`src/rtl/tft_pkg.sv`:
```
package tft_pkg;
    // default panel geometry
    localparam int DEF_H_ACTIVE = 800;
    localparam int DEF_H_TOTAL  = 860;
    localparam int DEF_V_ACTIVE = 600;
    localparam int DEF_V_TOTAL  = 615;
    localparam int DEF_PIX_W    = 18;
    localparam int DEF_ADDR_W   = 20;

    // scan-out buffer choice
    typedef enum logic {
        BUF_A = 1'b0,
        BUF_B = 1'b1
    } buf_sel_e;
endpackage

```
`src/rtl/tft_raster_cnt.sv`:
```
module tft_raster_cnt #(
    parameter int H_ACTIVE = tft_pkg::DEF_H_ACTIVE,
    parameter int H_TOTAL  = tft_pkg::DEF_H_TOTAL,
    parameter int V_ACTIVE = tft_pkg::DEF_V_ACTIVE,
    parameter int V_TOTAL  = tft_pkg::DEF_V_TOTAL
) (
    input  logic clk,
    input  logic rst,
    output logic active_o,
    output logic frame_last_o
);
    localparam int HW = $clog2(H_TOTAL);
    localparam int VW = $clog2(V_TOTAL);
    localparam logic [HW-1:0] H_LAST = HW'(H_TOTAL - 1);
    localparam logic [VW-1:0] V_LAST = VW'(V_TOTAL - 1);

    typedef struct packed {
        logic [HW-1:0] h;
        logic [VW-1:0] v;
    } pos_t;

    pos_t r_d, r_q;
    logic line_end;

    always_comb begin
        r_d      = r_q;
        line_end = (r_q.h == H_LAST);
        if (line_end) begin
            r_d.h = '0;
            r_d.v = (r_q.v == V_LAST) ? '0 : r_q.v + VW'(1);
        end else begin
            r_d.h = r_q.h + HW'(1);
        end
    end

    always_ff @(posedge clk) begin
        if (rst) r_q <= '0;
        else     r_q <= r_d;
    end

    assign active_o     = (r_q.h < HW'(H_ACTIVE)) && (r_q.v < VW'(V_ACTIVE));
    assign frame_last_o = line_end && (r_q.v == V_LAST);

    assert_h_range_R2: assert property (@(posedge clk) disable iff (rst)
        r_q.h <= H_LAST);
    assert_h_wrap_R2: assert property (@(posedge clk) disable iff (rst)
        (r_q.h == H_LAST) |=> (r_q.h == '0));
    assert_v_hold_R3: assert property (@(posedge clk) disable iff (rst)
        (r_q.h != H_LAST) |=> $stable(r_q.v));
    assert_v_range_R3: assert property (@(posedge clk) disable iff (rst)
        r_q.v <= V_LAST);
endmodule

```
`src/rtl/tft_fetch.sv`:
```
module tft_fetch #(
    parameter int ADDR_W = tft_pkg::DEF_ADDR_W,
    parameter logic [ADDR_W-1:0] BASE0 = '0,
    parameter logic [ADDR_W-1:0] BASE1 = ADDR_W'(480000)
) (
    input  logic              clk,
    input  logic              rst,
    input  logic              active_i,
    input  logic              frame_last_i,
    input  logic              swap_req_i,
    output logic              rd_en_o,
    output logic [ADDR_W-1:0] rd_addr_o,
    output logic              buf_sel_o
);
    import tft_pkg::*;

    typedef struct packed {
        buf_sel_e          sel;
        logic [ADDR_W-1:0] ptr;
        logic              rd_en;
        logic [ADDR_W-1:0] addr;
    } fetch_t;

    fetch_t f_d, f_q;

    always_comb begin
        f_d       = f_q;
        f_d.rd_en = active_i;
        if (active_i) begin
            f_d.addr = f_q.ptr;
            f_d.ptr  = f_q.ptr + ADDR_W'(1);
        end
        if (frame_last_i) begin
            if (swap_req_i) f_d.sel = (f_q.sel == BUF_A) ? BUF_B : BUF_A;
            f_d.ptr = (f_d.sel == BUF_B) ? BASE1 : BASE0;
        end
    end

    always_ff @(posedge clk) begin
        if (rst) begin
            f_q.sel   <= BUF_A;
            f_q.ptr   <= BASE0;
            f_q.rd_en <= 1'b0;
            f_q.addr  <= '0;
        end else begin
            f_q <= f_d;
        end
    end

    assign rd_en_o   = f_q.rd_en;
    assign rd_addr_o = f_q.addr;
    assign buf_sel_o = f_q.sel;

    assert_sel_hold_R8: assert property (@(posedge clk) disable iff (rst)
        !frame_last_i |=> $stable(f_q.sel));
    assert_addr_step_R6: assert property (@(posedge clk) disable iff (rst)
        (f_q.rd_en && $past(f_q.rd_en)) |-> (f_q.addr == $past(f_q.addr) + ADDR_W'(1)));
endmodule

```
`src/rtl/tft_out_stage.sv`:
```
module tft_out_stage #(
    parameter int PIX_W = tft_pkg::DEF_PIX_W
) (
    input  logic             clk,
    input  logic             rst,
    input  logic             rd_en_i,
    input  logic [PIX_W-1:0] rd_data_i,
    output logic             de_o,
    output logic [PIX_W-1:0] pix_o
);
    typedef struct packed {
        logic             vld;
        logic             de;
        logic [PIX_W-1:0] pix;
    } out_t;

    out_t o_d, o_q;

    always_comb begin
        o_d     = o_q;
        o_d.vld = rd_en_i;
        o_d.de  = o_q.vld;
        o_d.pix = o_q.vld ? rd_data_i : '0;
    end

    always_ff @(posedge clk) begin
        if (rst) o_q <= '0;
        else     o_q <= o_d;
    end

    assign de_o  = o_q.de;
    assign pix_o = o_q.pix;

    assert_pix_path_R7: assert property (@(posedge clk) disable iff (rst)
        o_q.de |-> (o_q.pix == $past(rd_data_i)));
endmodule

```
`src/rtl/tft_de_timing.sv`:
```
module tft_de_timing #(
    parameter int H_ACTIVE = tft_pkg::DEF_H_ACTIVE,
    parameter int H_TOTAL  = tft_pkg::DEF_H_TOTAL,
    parameter int V_ACTIVE = tft_pkg::DEF_V_ACTIVE,
    parameter int V_TOTAL  = tft_pkg::DEF_V_TOTAL,
    parameter int PIX_W    = tft_pkg::DEF_PIX_W,
    parameter int ADDR_W   = tft_pkg::DEF_ADDR_W,
    parameter logic [ADDR_W-1:0] BASE0 = '0,
    parameter logic [ADDR_W-1:0] BASE1 = ADDR_W'(H_ACTIVE * V_ACTIVE)
) (
    input  logic              clk,
    input  logic              rst,
    input  logic              swap_req_i,
    input  logic [PIX_W-1:0]  rd_data_i,
    output logic              rd_en_o,
    output logic [ADDR_W-1:0] rd_addr_o,
    output logic              de_o,
    output logic [PIX_W-1:0]  pix_o,
    output logic              buf_sel_o
);
    logic active, frame_last;

    tft_raster_cnt #(
        .H_ACTIVE(H_ACTIVE), .H_TOTAL(H_TOTAL),
        .V_ACTIVE(V_ACTIVE), .V_TOTAL(V_TOTAL)
    ) u_raster (
        .clk(clk), .rst(rst),
        .active_o(active), .frame_last_o(frame_last)
    );

    tft_fetch #(
        .ADDR_W(ADDR_W), .BASE0(BASE0), .BASE1(BASE1)
    ) u_fetch (
        .clk(clk), .rst(rst),
        .active_i(active), .frame_last_i(frame_last), .swap_req_i(swap_req_i),
        .rd_en_o(rd_en_o), .rd_addr_o(rd_addr_o), .buf_sel_o(buf_sel_o)
    );

    tft_out_stage #(
        .PIX_W(PIX_W)
    ) u_out (
        .clk(clk), .rst(rst),
        .rd_en_i(rd_en_o), .rd_data_i(rd_data_i),
        .de_o(de_o), .pix_o(pix_o)
    );

    assert_de_lag_R5: assert property (@(posedge clk) disable iff (rst)
        rd_en_o |-> ##2 de_o);
    assert_blank_quiet_R7: assert property (@(posedge clk) disable iff (rst)
        !de_o |-> (pix_o == '0));
endmodule

```
`config.mk`:
```
export PLATFORM = sky130hd
export DESIGN_NAME = tft_de_timing
export DESIGN_NICKNAME = d
export VERILOG_FILES = /design/src/rtl/tft_pkg.sv /design/src/rtl/tft_raster_cnt.sv /design/src/rtl/tft_fetch.sv /design/src/rtl/tft_out_stage.sv /design/src/rtl/tft_de_timing.sv
export SDC_FILE = /design/constraint.sdc
export NUM_CORES = 1
export LEC_CHECK = 0
export BUFFER_PORTS_ARGS = -buffer_cell sky130_fd_sc_hd__buf_2
export CAP_MARGIN = 20
export CORE_ASPECT_RATIO = 0.7
export CORE_UTILIZATION = 59
export CTS_CLUSTER_SIZE = 10
export DETAILED_ROUTE_END_ITERATION = 7
export PLACE_DENSITY = 0.85
export SETUP_SLACK_MARGIN = 0.05
export SYNTH_ARGS = -nofsm -noshare
export SYNTH_HDL_FRONTEND = slang
export SYNTH_SLANG_ARGS = --single-unit
export TNS_END_PERCENT = 30
```
`constraint.sdc`:
```
create_clock -name clk -period 4.65 [get_ports clk]
set_input_delay 1.395 -clock clk [delete_from_list [all_inputs] [get_ports clk]]
set_output_delay 1.395 -clock clk [all_outputs]
set_load 0.005 [all_outputs]
```
==> metrics.md <==
| Metric | Value |
|---|---|
| CTS sink cnt | 82 |
| CP delay by family, top | simple AND/OR/NAND/NOR gates |
| # DRC | 0 |
| Clock Skew | 0.00792 ns |
| CP cell instances | ha_1, nand4_1, nor3_2, nand2_1, nand2b_1, nor2_1 |
| Chip height | 64.7 um |
| CP arrival | 3.08 ns |
| Buf/Inv on CP | 0 |
| Period minus WS final | 2.87 ns |
| Starting density of the core | 62.4% |
| Final hold vios | 0 |
| Post-synth EDFFs | 0 |
| CTS H-tree lvls | 3 |
| WS Path Type | flop to flop |
| Worst VDD drop | 0.187 mV |
| DR WL/cell | 12.8 um |
| RSZ-0062 raised after global routing | no |
| Largest net degree at the start of global routing | 29 |
| First-pass GRT wire length | 9980 um |
| TNS Setup | 0 ns |
| Asr flop ratio synth | 0% |
| Most frequent cell after synthesis | dfxtp_1 |
| Final period util | 61.7% |
| Initial drt markers | 165 |
| Clk_lat worst skew | 0.36 ns |
| Share of post-route cells with drive strength above 1 | 20.1% |
| Reg power frac | 53.5% |
| Remaining global-route overflow | 0 |
| Synth cell count leaders | dfxtp_1, nand2_1, nor2_1 |
| Status | finished, final reports clean |
| Core area | 5310 um^2 |
| Post-CTS Resized | 0 |
| # setup viols final | 0 |
| TritonCTS Buffers | 9 |
| Total power | 0.00134 W |
| #FFs+latches synth | 82 |
| Post-synth top area cell | dfxtp_1 |
| Initial antenna violation count | 0 |
| Vias in the first global route | 2,141 |
| Critical path's slowest cell | nand2b_1 |
| Largest stage delay, worst path | 0.73 ns |
| CP Launch Type | flop |
| Slew HR | 39.7% |
| Worst Path Required | 4.86 ns |
| Combinational share of power | 3.0% |
| Clk buf depth | 2 |
| FP Rows | 22 |
| Syn Nets | 393 |
| Lkg Pwr | 1.60 nW |
| Antenna cell count | 0 |
| Slew Limit Fails | 0 |
| Clk pwr share | 43.5% |
| Cell Int Power | 0.00104 W |
| Max Fclk | 349 MHz |
| Most used DFF post-synth | dfxtp_1 |
| Synth top area share | 49.5% |
| Total track usage | 22.0% |
| Setup bufs post-CTS | 0 |
| Final WL | 6130 um |
| Final nets | 428 |
| Port bufs | 61 |
| Maximum fanout along the worst path | 22 |
| Hold Path Class | flop to flop |
| Vias per inst | 5.20 |
| Dominant cells by area after synthesis | dfxtp_1, xor2_1, nand2_1, buf_4, nor2_1 |
| 1st-pass router iterations | 4 |
| Post-synthesis cell type count | 34 |
| DIE WIDTH | 91.6 um |
| Crit. End Element | flop |
| Post-detail-place hpwl | 4170 um |
| CTS clk-pin slew, worst paths | 0.08 ns |
| Mean Syn Cell Area | 9.01 um^2 |
| Synthesized instance count | 368 |
| Switching Fraction | 22.3% |
| Total number of yosys warnings | 0 |
| PwrDens | 363 nW/um^2 |
| Max-capacitance violation count | 0 |
| CTS tree | built |
| IO Count | 62 |
| Die ar. | 5930 um^2 |
| Clk root buf | clkbuf_8 |
| Gpl congestion | 0.824 |
| Worst slew pin tran | 0.899 ns |
| Antenna Violating Nets Remaining | 0 |
| Sequential share of the synthesized area | 49.5% |
| Post-Syn Area | 3310 um^2 |
| Via count | 2,497 |
| Psw | 0.000300 W |
| Synthesis-to-layout area growth | 11.7% |
| Hold_buf cts | 0 |
-- worst reg2reg max path: cells and delay by family (launching register included) --
kind	cells	cell delay [ns]
adder cells (fa/ha/maj)	1	0.25
flip-flops	1	0.37
AND/OR/NAND/NOR	5	2.10
-- cell usage in the layout, fill, tap and decap left out, types with 2 or more instances in the layout --
cell	netlist	final
a21oi_1	28	28
and2_1	21	21
and3_1	14	14
and4_1	4	4
buf_2	6	61
bufinv_16	0	2
clkbuf_8	0	9
dfxtp_1	82	82
ha_1	4	4
inv_1	5	5
inv_6	0	3
nand2_1	52	52
nand3_1	8	8
nand4_1	18	18
nand4b_1	2	2
nor2_1	39	39
nor2b_1	2	2
xnor2_1	9	9
xor2_1	27	27
-- sequential cells by signal (all words and copies together), names as in the netlist --
| register | count |
|---|---|
| u_out.de_o | 1 |
| u_out.pix_o | 18 |
| u_fetch.f_q | 20 |
| u_raster.r_q | 20 |
| u_fetch.rd_addr_o | 20 |
| u_out.o_d | 1 |
| u_fetch.rd_en_o | 1 |
| u_fetch.buf_sel_o | 1 |
-- final cells by class --
class / count / area, um^2
Timing Repair Buffer: 62 / 313
Inverter: 5 / 18.8
Fill cell: 413 / 1610
Tap cell: 72 / 90.1
Sequential cell: 82 / 1640
Clock buffer: 9 / 124
Multi-Input combinational cell: 243 / 1410
Clock inverter: 7 / 106
-- stage by stage --
| step | hold WS [ns] | instances | util, % | cell area, um^2 | setup WS, ns |
|---|---|---|---|---|---|
| detailed placement | 0.446 | 464 | 65.4 | 3470 | 1.82 |
| floorplan | 0.426 | 368 | - | 3310 | 2.38 |
| global placement | 0.441 | 464 | 65.4 | 3470 | 1.90 |
| CTS | 0.458 | 480 | 69.7 | 3700 | 1.78 |
| finish | 0.460 | 480 | 69.7 | 3700 | 1.78 |
| global route | 0.474 | 480 | 69.7 | 3700 | 1.55 |
-- logic make-up (layout without fill, tap and decap cells) --
| group | count (synthesis) | in the layout | synth area share [%] |
|---|---|---|---|
| XOR/XNOR | 36 | 36 | 9.51 |
| multiplexers | 1 | 1 | 0.302 |
| AND/OR/NAND/NOR | 166 | 166 | 24.8 |
| flip-flops | 82 | 82 | 49.5 |
| adder cells (fa/ha/maj) | 4 | 4 | 1.51 |
| AO/OA/AOI/OAI | 36 | 36 | 6.38 |
| buffers and inverters | 43 | 83 | 7.93 |
-- power groups by stage --
stage          clock [W]  sequential [W]  combinational (W)
4_1_cts         0.000598        0.000720          0.0000409
3_3_place_gp           0        0.000736          0.0000386
5_1_grt         0.000639        0.000722          0.0000460
6_report        0.000584        0.000720          0.0000403
3_5_place_dp           0        0.000736          0.0000402
2_1_floorplan          0        0.000736          0.0000237
-- path summary, 6_finish.rpt --
check | slack [ns] | to | from | depth (start not counted)
worst max-delay path | 1.78 | u_fetch.f_q[23] | u_raster.r_q[10] | 6
worst min-delay path | 0.46 | u_fetch.rd_addr_o[17] | u_fetch.f_q[38] | 2
worst max register to register | 1.78 | u_fetch.f_q[23] | u_raster.r_q[10] | 6
worst min register to register | 0.46 | u_fetch.rd_addr_o[17] | u_fetch.f_q[38] | 2
-- per-layer routing --
| layer | track usage (%) | vias up | routed length, um |
|---|---|---|---|
| met4 | 6.55 | 0 | 53 |
| met5 | 0 | - | 0 |
| met3 | 8.57 | 7 | 388 |
| met2 | 33.1 | 78 | 2680 |
| li1 | - | 1266 | - |
| met1 | 29.4 | 1146 | 3010 |
No activity file was read; power rests on OpenSTA's default activity.
